## src/rtl/irq_agg_pkg.sv

```systemverilog
`timescale 1ns/1ps
package irq_agg_pkg;

    // Kind of register selected by the current address
    typedef enum logic [2:0] {
        KIND_NONE,
        KIND_SUMMARY,
        KIND_STATUS,
        KIND_CLEAR,
        KIND_MASK,
        KIND_RAW
    } reg_kind_e;

    // Register offsets inside one block window
    localparam int OFF_STATUS = 0;
    localparam int OFF_CLEAR  = 1;
    localparam int OFF_MASK   = 2;
    localparam int OFF_RAW    = 3;

endpackage

```

## src/rtl/irq_agg_decode.sv

```systemverilog
`timescale 1ns/1ps
module irq_agg_decode
    import irq_agg_pkg::*;
#(
    parameter int ADDR_W      = 10,
    parameter int BASE_ADDR   = 32'h130,
    parameter int MASTER_SPAN = 32'h80,
    parameter int STRIDE_LG   = 4,
    parameter int NUM_MASTERS = 2,
    parameter int BPM         = 7,
    parameter int MW          = 1,
    parameter int BW          = 3
) (
    input  logic [ADDR_W-1:0] addr_i,
    output reg_kind_e         kind_o,
    output logic [MW-1:0]     master_o,
    output logic [BW-1:0]     block_o
);

    localparam int AW1    = ADDR_W + 1;
    localparam int REGION = (BPM + 1) << STRIDE_LG;

    logic [AW1-1:0]       off;
    logic [BW-1:0]        lblk;
    logic [STRIDE_LG-1:0] roff;

    always_comb begin
        kind_o   = KIND_NONE;
        master_o = '0;
        block_o  = '0;
        off      = '0;
        lblk     = '0;
        roff     = '0;
        for (int m = 0; m < NUM_MASTERS; m++) begin
            off = {1'b0, addr_i} - AW1'(BASE_ADDR + m * MASTER_SPAN);
            if (off < AW1'(REGION)) begin
                lblk     = BW'(off >> STRIDE_LG);
                roff     = off[STRIDE_LG-1:0];
                master_o = MW'(m);
                block_o  = lblk;
                if (lblk == '0) begin
                    kind_o = (roff == '0) ? KIND_SUMMARY : KIND_NONE;
                end else begin
                    case (int'(roff))
                        OFF_STATUS: kind_o = KIND_STATUS;
                        OFF_CLEAR:  kind_o = KIND_CLEAR;
                        OFF_MASK:   kind_o = KIND_MASK;
                        OFF_RAW:    kind_o = KIND_RAW;
                        default:    kind_o = KIND_NONE;
                    endcase
                end
            end
        end
    end

endmodule

```

## src/rtl/irq_agg_block.sv

```systemverilog
`timescale 1ns/1ps
module irq_agg_block #(
    parameter int W = 8
) (
    input  logic         clk,
    input  logic         rst_n,
    input  logic [W-1:0] src_i,
    input  logic         clr_we_i,
    input  logic         mask_we_i,
    input  logic [W-1:0] wdata_i,
    output logic [W-1:0] flag_o,
    output logic [W-1:0] mask_o,
    output logic         pend_o
);

    typedef struct packed {
        logic [W-1:0] flag;
        logic [W-1:0] mask;
    } blk_state_t;

    blk_state_t   st_d;
    blk_state_t   st_q;
    logic [W-1:0] clr_bits;

    always_comb begin
        st_d     = st_q;
        clr_bits = clr_we_i ? wdata_i : '0;
        // set from unmasked inputs, clear strobe has priority
        st_d.flag = (st_q.flag | (src_i & ~st_q.mask)) & ~clr_bits;
        if (mask_we_i) begin
            st_d.mask = wdata_i;
        end
    end

    always_ff @(posedge clk) begin
        if (!rst_n) begin
            st_q.flag <= '0;
            st_q.mask <= '1;
        end else begin
            st_q <= st_d;
        end
    end

    assign flag_o = st_q.flag;
    assign mask_o = st_q.mask;
    assign pend_o = |(st_q.flag & ~st_q.mask);

endmodule

```

## src/rtl/irq_agg_summary.sv

```systemverilog
`timescale 1ns/1ps
module irq_agg_summary #(
    parameter int NUM_MASTERS = 2,
    parameter int BPM         = 7
) (
    input  logic [NUM_MASTERS*BPM-1:0]     pend_i,
    output logic [NUM_MASTERS-1:0][BPM:0]  summ_o,
    output logic                           irq_o
);

    // Walk from the last master upward so each one sees
    // whether anything further down the chain is pending.
    always_comb begin
        logic later_pend;
        later_pend = 1'b0;
        for (int m = NUM_MASTERS - 1; m >= 0; m--) begin
            summ_o[m]  = {pend_i[m*BPM +: BPM], later_pend};
            later_pend = later_pend | (|pend_i[m*BPM +: BPM]);
        end
    end

    assign irq_o = |pend_i;

endmodule

```

## src/rtl/irq_cascade_agg.sv

```systemverilog
`timescale 1ns/1ps
module irq_cascade_agg
    import irq_agg_pkg::*;
#(
    parameter int NUM_MASTERS       = 2,
    parameter int BLOCKS_PER_MASTER = 7,
    parameter int SRC_PER_BLOCK     = 8,
    parameter int ADDR_W            = 10,
    parameter int BASE_ADDR         = 32'h130,
    parameter int MASTER_SPAN       = 32'h80,
    parameter int STRIDE_LG         = 4
) (
    input  logic                                                clk,
    input  logic                                                rst_n,
    input  logic [NUM_MASTERS*BLOCKS_PER_MASTER*SRC_PER_BLOCK-1:0] src_i,
    input  logic [ADDR_W-1:0]                                   bus_addr_i,
    input  logic                                                bus_we_i,
    input  logic [SRC_PER_BLOCK-1:0]                            bus_wdata_i,
    output logic [SRC_PER_BLOCK-1:0]                            bus_rdata_o,
    output logic                                                irq_o
);

    localparam int DW   = SRC_PER_BLOCK;
    localparam int BPM  = BLOCKS_PER_MASTER;
    localparam int NBLK = NUM_MASTERS * BPM;
    localparam int MW   = (NUM_MASTERS > 1) ? $clog2(NUM_MASTERS) : 1;
    localparam int BW   = $clog2(BPM + 1);
    localparam int GW   = (NBLK > 1) ? $clog2(NBLK) : 1;

    reg_kind_e                        dec_kind;
    logic [MW-1:0]                    dec_master;
    logic [BW-1:0]                    dec_block;
    logic [NBLK-1:0][DW-1:0]          flag_all;
    logic [NBLK-1:0][DW-1:0]          mask_all;
    logic [NBLK-1:0]                  pend_all;
    logic [NUM_MASTERS-1:0][BPM:0]    summ;
    logic [GW-1:0]                    gidx;

    irq_agg_decode #(
        .ADDR_W      (ADDR_W),
        .BASE_ADDR   (BASE_ADDR),
        .MASTER_SPAN (MASTER_SPAN),
        .STRIDE_LG   (STRIDE_LG),
        .NUM_MASTERS (NUM_MASTERS),
        .BPM         (BPM),
        .MW          (MW),
        .BW          (BW)
    ) u_dec (
        .addr_i   (bus_addr_i),
        .kind_o   (dec_kind),
        .master_o (dec_master),
        .block_o  (dec_block)
    );

    for (genvar m = 0; m < NUM_MASTERS; m++) begin : g_master
        for (genvar b = 0; b < BPM; b++) begin : g_block
            localparam int G = m * BPM + b;
            logic hit;
            logic clr_we;
            logic mask_we;

            assign hit     = (dec_master == MW'(m)) && (dec_block == BW'(b + 1));
            assign clr_we  = bus_we_i && hit && (dec_kind == KIND_CLEAR);
            assign mask_we = bus_we_i && hit && (dec_kind == KIND_MASK);

            irq_agg_block #(
                .W (DW)
            ) u_blk (
                .clk       (clk),
                .rst_n     (rst_n),
                .src_i     (src_i[G*DW +: DW]),
                .clr_we_i  (clr_we),
                .mask_we_i (mask_we),
                .wdata_i   (bus_wdata_i),
                .flag_o    (flag_all[G]),
                .mask_o    (mask_all[G]),
                .pend_o    (pend_all[G])
            );
        end
    end

    irq_agg_summary #(
        .NUM_MASTERS (NUM_MASTERS),
        .BPM         (BPM)
    ) u_sum (
        .pend_i (pend_all),
        .summ_o (summ),
        .irq_o  (irq_o)
    );

    // Read path: one register selected by the decoded address
    always_comb begin
        gidx        = GW'(int'(dec_master) * BPM + int'(dec_block) - 1);
        bus_rdata_o = '0;
        case (dec_kind)
            KIND_SUMMARY: bus_rdata_o = DW'(summ[dec_master]);
            KIND_STATUS:  bus_rdata_o = flag_all[gidx];
            KIND_MASK:    bus_rdata_o = mask_all[gidx];
            KIND_RAW:     bus_rdata_o = src_i[gidx*DW +: DW];
            default:      bus_rdata_o = '0;
        endcase
    end

endmodule

```

## config.mk

```make
export PLATFORM = sky130hd
export DESIGN_NAME = irq_cascade_agg
export DESIGN_NICKNAME = d
export VERILOG_FILES = /design/src/rtl/irq_agg_pkg.sv /design/src/rtl/irq_agg_decode.sv /design/src/rtl/irq_agg_block.sv /design/src/rtl/irq_agg_summary.sv /design/src/rtl/irq_cascade_agg.sv
export SDC_FILE = /design/constraint.sdc
export NUM_CORES = 1
export LEC_CHECK = 0
export BUFFER_PORTS_ARGS = -buffer_cell sky130_fd_sc_hd__buf_2
export CORE_MARGIN = 3
export CORE_UTILIZATION = 40
export CTS_BUF_LIST = sky130_fd_sc_hd__clkbuf_4
export DETAILED_ROUTE_END_ITERATION = 8
export HOLD_SLACK_MARGIN = 0.1
export PLACE_DENSITY = 0.62
export SLEW_MARGIN = 20
export SYNTH_ARGS = -nofsm -noshare
export SYNTH_HDL_FRONTEND = slang
export SYNTH_SLANG_ARGS = --single-unit
```

## constraint.sdc

```tcl
create_clock -name clk -period 10.87 [get_ports clk]
set_input_delay 0.5435 -clock clk [delete_from_list [all_inputs] [get_ports clk]]
set_output_delay 0.5435 -clock clk [all_outputs]
set_load 0.01 [all_outputs]
```

==> reports/summary.txt, run 1 <==
FP Rows: 64
Lkg Pwr: 5.31 nW
Place WS: 4170 ps
CP Capture Type: output pin
core area: 31000 sq um
TritonCTS clock tree: done
setup bufs post-CTS: 0
WL per Instance: 30.1 um
HP Class: primary input to flop
total of max-cap violations: 0
Fill cells: 2999
# IOs: 142
Ys Warns: 0
Vert. Die Dim: 185 um
initial antenna violation count: 1
CP Launch Type: primary input
GR Overflow Total: 0
highest clock rate: 144 MHz
TritonRoute pass-1 iters: 9
Layout Cells excl Fill: 1984
Yosys top cell area share: 0.352
Setup-failing EPs final: 0
clk_lat worst skew: 770 ps
Post-synth ARST share: 0
initial detailed-routing violation count: 2122
maximum vdd drop: 0.0588 mV
CTS clock-pin slew for the worst setup and hold paths: 60 ps
Initial Util: 0.412
H-tree depth: 2
clk root buf: clkbuf_4
most common cell in the netlist: dfxtp_1
Post-CTS Resized: 0
vias per cell: 6.73
first-pass GRT wire length: 85100 um
clk sinks: 224
total global-route track usage: 0.342
global placer's final weighted congestion: 0.997
failing checks: design-rule violations
Cells after Synth: 1422
RSZ-0062 raised after global routing: no
Max Slew Vio Count: 0
Util after Layout: 0.474
largest net degree at the start of global routing: 85
die area: 34100 sq um
Clock Skew: 44.9 ps
DR DRC count: 1
Hold Vio Cnt, Final: 0
Mapped Area: 12800 sq um
synth-to-layout area growth: 15.1%
Top FF cell, synth: dfxtp_1
Synth Net Count: 1562
number of global-route vias before repair: 12500
clk buf depth: 3
synth top area cells: dfxtp_1 (35%), mux4_2 (11%), o21ai_0 (6.5%)
Tcrit/Tclk final: 0.639
dpl hpwl: 44400 um
register area share after synthesis: 0.352
Worst EP arrival: 6400 ps
status: finished with violations
Post-Route WL: 59600 um
layout cell share with drive strength beyond 1: 0.227
Inserted Clock Buffers: 60
Yosys cell types: 65
Worst slew margin: 0.185
Avg Inst Size Synth: 8.97 sq um
Power Density: 130 nW/um^2
worst-path fanout max: 47
setup total negative slack: 0 ps
cell count after placement: 1862
final critical-path setup slack: 3930 ps
number of synthesized register bits: 224
Port-buffer cells: 141
area leader, netlist: dfxtp_1
Vias: 13400
post-layout min period: 6940 ps
Layout Nets: 1691
Die X-Extent: 185 um
synth cell count leaders: dfxtp_1 (224), o21ai_0 (165), nand3_1 (114), inv_1 (99), a21oi_1 (92)
Detail Route Antenna Nets: 0
worst slew pin tran: 1220 ps
kind of critical path: primary input to output pin
EDFF count, synth: 0
Worst EP required: 10330 ps
-- layer usage --
metal	global-route usage	routed length (um)
met1	0.496	24500
met2	0.504	25400
met3	0.0774	7490
met4	0.115	2290
met5	0	0
-- power by group --
part | internal, W | switching (W)
combinational | 0.000136 | 0.000247
sequential | 0.000821 | 0.000000759
clock | 0.000335 | 0.000369
-- what timing repair did --
item / in CTS / in global routing
setup endpoints to repair: 0 / 0
hold buffers: 23 / 0
hold endpoints to repair: 23 / 0
-- worst max-delay path: stages --
cell and delay [ps]:
buf_2 190, ha_1 270, a31o_2 250, nand3_1 210
nand2_2 120, buf_4 510, inv_1 570, ha_1 450
inv_1 90, ha_4 120, inv_1 50, fa_2 550
buf_4 590, nor2_1 230, nand2_1 620, o21ai_0 220
o31ai_1 260, o221ai_1 240, buf_2 240
-- per-stage QoR --
| stage | power, W | area [sq um] | hold WS (ps) |
|---|---|---|---|
| after floorplan | 0.00108 | 12800 | 464 |
| after detailed placement | 0.00120 | 13800 | 487 |
| after CTS | 0.00190 | 14700 | 105 |
| after global placement | 0.00121 | 13800 | 481 |
| final | 0.00191 | 14700 | 141 |
| after global routing | 0.00197 | 14700 | 120 |
-- logic make-up after synthesis --
logic type / count (synthesis) / synth area share
mux: 111 / 0.152
flops: 224 / 0.352
xor+xnor: 4 / 0.00275
fa+ha+maj: 7 / 0.00745
compound gates: 527 / 0.269
simple gates: 326 / 0.148
buf+inv: 223 / 0.0693
-- flip-flops by register name, indices dropped and copies added (netlist names) --
signal	count
g_master.g_block.u_blk.flag_o	112
g_master.g_block.u_blk.mask_o	112
-- layout by cell type (no fill, tap or decap), types with 33 or more instances in the layout --
cell,count
clkbuf_4,79
a311oi_1,46
nor2b_1,78
buf_2,140
dfxtp_1,224
a221oi_1,33
o211ai_1,82
mux2i_1,36
inv_1,99
o21ai_0,165
mux4_2,64
a21oi_1,92
nand3_1,114
-- final timing paths --
check / from / endpoint / slack [ps] / depth (start not counted)
worst min-delay path: src_i[49] / g_master[0].g_block[6].u_blk.flag_o[1] / 140 / 3
worst min register to register: g_master[0].g_block[6].u_blk.flag_o[2] / g_master[0].g_block[6].u_blk.flag_o[2] / 500 / 2
worst max-delay path: bus_addr_i[4] / bus_rdata_o[0] / 3930 / 19
worst max register to register: g_master[0].g_block[2].u_blk.mask_o[7] / g_master[0].g_block[2].u_blk.flag_o[7] / 9750 / 3
-- cell type report --
type / instances / area, sq um / share of cell area
clock buffers: 79 / 593 / 0.0404
clock inverters: 19 / 85.1 / 0.00580
inverters: 100 / 375 / 0.0256
repair buffers: 190 / 1130 / 0.0772
diodes: 1 / 2.50 / 0.000170
multi-input cells: 975 / 7510 / 0.512
well taps: 396 / 495 / 0.0338
flip-flops and latches: 224 / 4480 / 0.305
(Power assumes the default switching activity.)
==> run 2, diff against run 1 <==
--- a/config.mk
+++ b/config.mk
@@ -5,6 +5,7 @@
 export SDC_FILE = /design/constraint.sdc
 export NUM_CORES = 1
 export LEC_CHECK = 0
+export ABC_AREA = 1
 export BUFFER_PORTS_ARGS = -buffer_cell sky130_fd_sc_hd__buf_2
 export CORE_MARGIN = 3
 export CORE_UTILIZATION = 40
==> constraint.sdc (replaced) <==
create_clock -name clk -period 6.4 [get_ports clk]
set_input_delay 0.32 -clock clk [delete_from_list [all_inputs] [get_ports clk]]
set_output_delay 0.32 -clock clk [all_outputs]
set_load 0.01 [all_outputs]
==> run 2 against run 1 <==
  * The flow now finishes without violations
  * Utilization up 1.7 points
  * Critical path type unchanged
  * Largest power group is now clock
  * Die area up 8.9%
  * Synthesized cell count up 59%
  * Register-to-register slack worse by 4200 ps
  * Cell area up 13%
  * Count of clock-buffer cells in the layout up 19
==> reports/summary.txt, run 2 <==
Crit path largest cell delay: 740 ps (was 620 ps)
Mapped Area: 13900 sq um (was 12800 sq um)
global placer's final weighted congestion: 1.00 (was 0.997)
WL per Instance: 20.6 um (was 30.1 um)
largest net degree at the start of global routing: 154 (was 85)
Post-synth ARST share: 0 (unchanged)
most common cell in the netlist: nand3_1 (was dfxtp_1)
grt met1 use: 0.416 (was 0.496)
CP cell instances: buf_2 > ha_1 > nor2_2 > o21ai_1 > nand2_1 > nand3_4 > nand2_4 > nand2_2 > ha_1 > inv_1 > ha_2 > inv_1 > fa_2 > nor2_2 > buf_4 > o21ai_0 > o21ai_0 > o21ai_0 > nor2_1 > a21oi_1 > nand2_1 > buf_2 (was buf_2 > ha_1 > a31o_2 > nand3_1 > nand2_2 > buf_4 > inv_1 > ha_1 > inv_1 > ha_4 > inv_1 > fa_2 > buf_4 > nor2_1 > nand2_1 > o21ai_0 > o31ai_1 > o221ai_1 > buf_2)
CTS clock-pin slew for the worst setup and hold paths: 50 ps (was 60 ps)
Max Slew Vio Count: 0 (unchanged)
synth top area cells: dfxtp_1 (32%), nand3_1 (17%), nand2_1 (11%) (was dfxtp_1 (35%), mux4_2 (11%), o21ai_0 (6.5%))
Worst EP required: 6080 ps (was 10330 ps)
number of synthesized register bits: 224 (unchanged)
area leader, netlist: dfxtp_1 (unchanged)
dpl hpwl: 40700 um (was 44400 um)
CP Launch Type: primary input (unchanged)
Worst EP arrival: 4990 ps (was 6400 ps)
Inserted Clock Buffers: 66 (was 60)
Clock Skew: 55.3 ps (was 44.9 ps)
FP Rows: 67 (was 64)
critical path's slowest cell: fa_2 (was nand2_1)
R2R Setup Slk: 5510 ps (was 9750 ps)
Cells after Synth: 2268 (was 1422)
setup total negative slack: 0 ps (unchanged)
total of max-cap violations: 0 (unchanged)
most common cell after layout, fill and taps aside: nand3_1 (was dfxtp_1)
Lkg Pwr: 8.29 nW (was 5.31 nW)
CP Capture Type: output pin (unchanged)
number of global-route vias before repair: 15800 (was 12500)
Layout Nets: 2590 (was 1691)
highest clock rate: 188 MHz
GR Layer Usage met2: 0.519 (was 0.504)
synth cell count leaders: nand3_1 (461), nand2_1 (422), inv_1 (315), dfxtp_1 (224), o21ai_0 (204) (was dfxtp_1 (224), o21ai_0 (165), nand3_1 (114), inv_1 (99), a21oi_1 (92))
die area: 37100 sq um (was 34100 sq um)
initial antenna violation count: 2 (was 1)
Most Frequent Cell on Critical Path: o21ai_0 (was inv_1)
Top FF cell, synth: dfxtp_1 (unchanged)
core area: 34000 sq um (was 31000 sq um)
EDFF count, synth: 0 (unchanged)
met3 Track Usage GR: 0.0658 (was 0.0774)
maximum vdd drop: 0.157 mV (was 0.0588 mV)
Ys Warns: 0 (unchanged)
GR peak layer: met2 (unchanged)
GR Overflow Total: 0 (unchanged)
Yosys cell types: 42 (was 65)
Die X-Extent: 193 um (was 185 um)
Post-Route WL: 60600 um (was 59600 um)
Port-buffer cells: 141 (unchanged)
first-pass GRT wire length: 91800 um (was 85100 um)
Setup-failing EPs final: 0 (unchanged)
H-tree depth: 3 (was 2)
Detail Route Antenna Nets: 0 (unchanged)
Avg Inst Size Synth: 6.14 sq um (was 8.97 sq um)
Fill cells: 3577 (was 2999)
layout cell share with drive strength beyond 1: 0.123 (was 0.227)
status: completed (was finished with violations)
TritonCTS clock tree: done (unchanged)
RSZ-0062 raised after global routing: no (unchanged)
Vert. Die Dim: 193 um (was 185 um)
Yosys top cell area share: 0.322 (was 0.352)
Vias: 16700 (was 13400)
cell count after placement: 2718 (was 1862)
clk root buf: clkbuf_4 (unchanged)
# IOs: 142 (unchanged)
Power Density: 243 nW/um^2 (was 130 nW/um^2)
clk_lat worst skew: 710 ps (was 770 ps)
vias per cell: 5.66 (was 6.73)
most frequent cells in the layout: nand3_1 (461), nand2_1 (422), inv_1 (315) (was dfxtp_1 (224), o21ai_0 (165), buf_2 (140))
synth-to-layout area growth: 19.6% (was 15.1%)
worst-path fanout max: 29 (was 47)
HP Class: primary input to flop (unchanged)
post-layout min period: 5310 ps
Layout Cells excl Fill: 2946 (was 1984)
Post-CTS Resized: 0 (unchanged)
DR DRC count: 0 (was 1)
initial detailed-routing violation count: 1799 (was 2122)
TritonRoute pass-1 iters: 8 (was 9)
worst slew pin tran: 1030 ps (was 1220 ps)
clk buf depth: 3 (unchanged)
total global-route track usage: 0.323 (was 0.342)
Worst slew margin: 0.315 (was 0.185)
Tcrit/Tclk final: 0.830
Hold Vio Cnt, Final: 0 (unchanged)
Hold Path Stages: 5 (was 3)
kind of critical path: primary input to output pin (unchanged)
clk sinks: 224 (unchanged)
Synth Net Count: 2408 (was 1562)
register area share after synthesis: 0.322 (was 0.352)
R2R depth: 5 (was 3)
Initial Util: 0.410 (was 0.412)
-- run 2: metal layers --
metal | wire [um] | share of wire
met1 | 24200 | 0.40
met2 | 27600 | 0.46
met3 | 5990 | 0.099
met4 | 2770 | 0.046
met5 | 0 | 0
-- run 2: logic make-up after synthesis --
logic type | synth area share
and+or+nand+nor | 0.355
AOI/OAI and AO/OA | 0.177
adders and majority gates | 0.00683
buffers and inverters | 0.139
xor gates and xnor gates | 0.000629
DFF | 0.322
-- run 2: metrics by stage --
stage           util  hold WS [ps]  cell area, sq um  total power [W]  worst slack (ps)
2_1_floorplan      -           429             13900          0.00210              2590
3_3_place_gp   0.432           440             14700          0.00254              1280
3_5_place_dp   0.432           443             14700          0.00253              1190
4_1_cts        0.490           112             16700          0.00402              1190
5_1_grt        0.491           134             16700          0.00422               767
6_report       0.491           156             16700          0.00404              1090
-- run 2: worst paths after layout --
check / to / from
worst max-delay path: bus_rdata_o[3] / bus_addr_i[4]
worst max register to register: g_master[0].g_block[4].u_blk.flag_o[2] / g_master[0].g_block[4].u_blk.mask_o[2]
worst min register to register: g_master[0].g_block[0].u_blk.mask_o[4] / g_master[0].g_block[0].u_blk.mask_o[4]
worst min-delay path: g_master[1].g_block[0].u_blk.flag_o[0] / src_i[56]
-- run 2: critical path: cells and delay by family --
family,cells,cell delay [ps]
AO/OA/AOI/OAI,5,570
AND/OR/NAND/NOR,8,1910
buffers and inverters,5,720
adder cells (fa/ha/maj),4,1460
-- run 2: what timing repair did --
action,4_1_cts,5_1_grt
buffers inserted,0,0
hold endpoints to repair,143,0
hold buffers,112,0
endpoints found under the setup margin,0,0
-- run 2: power breakdown --
part           switching [W]  internal (W)
Sequential       0.000000434       0.00139
Combinational       0.000862      0.000344
Clock               0.000664      0.000778
-- run 2: area by class of cell --
class | count | area [sq um] | area share
repair buffers | 271 | 2000 | 0.120
inverters | 322 | 1210 | 0.0729
flip-flops and latches | 224 | 4480 | 0.269
clock inverters | 15 | 113 | 0.00676
well taps | 448 | 561 | 0.0336
multi-input cells | 1565 | 7540 | 0.453
diodes | 3 | 7.51 | 0.000451
clock buffers | 98 | 736 | 0.0442
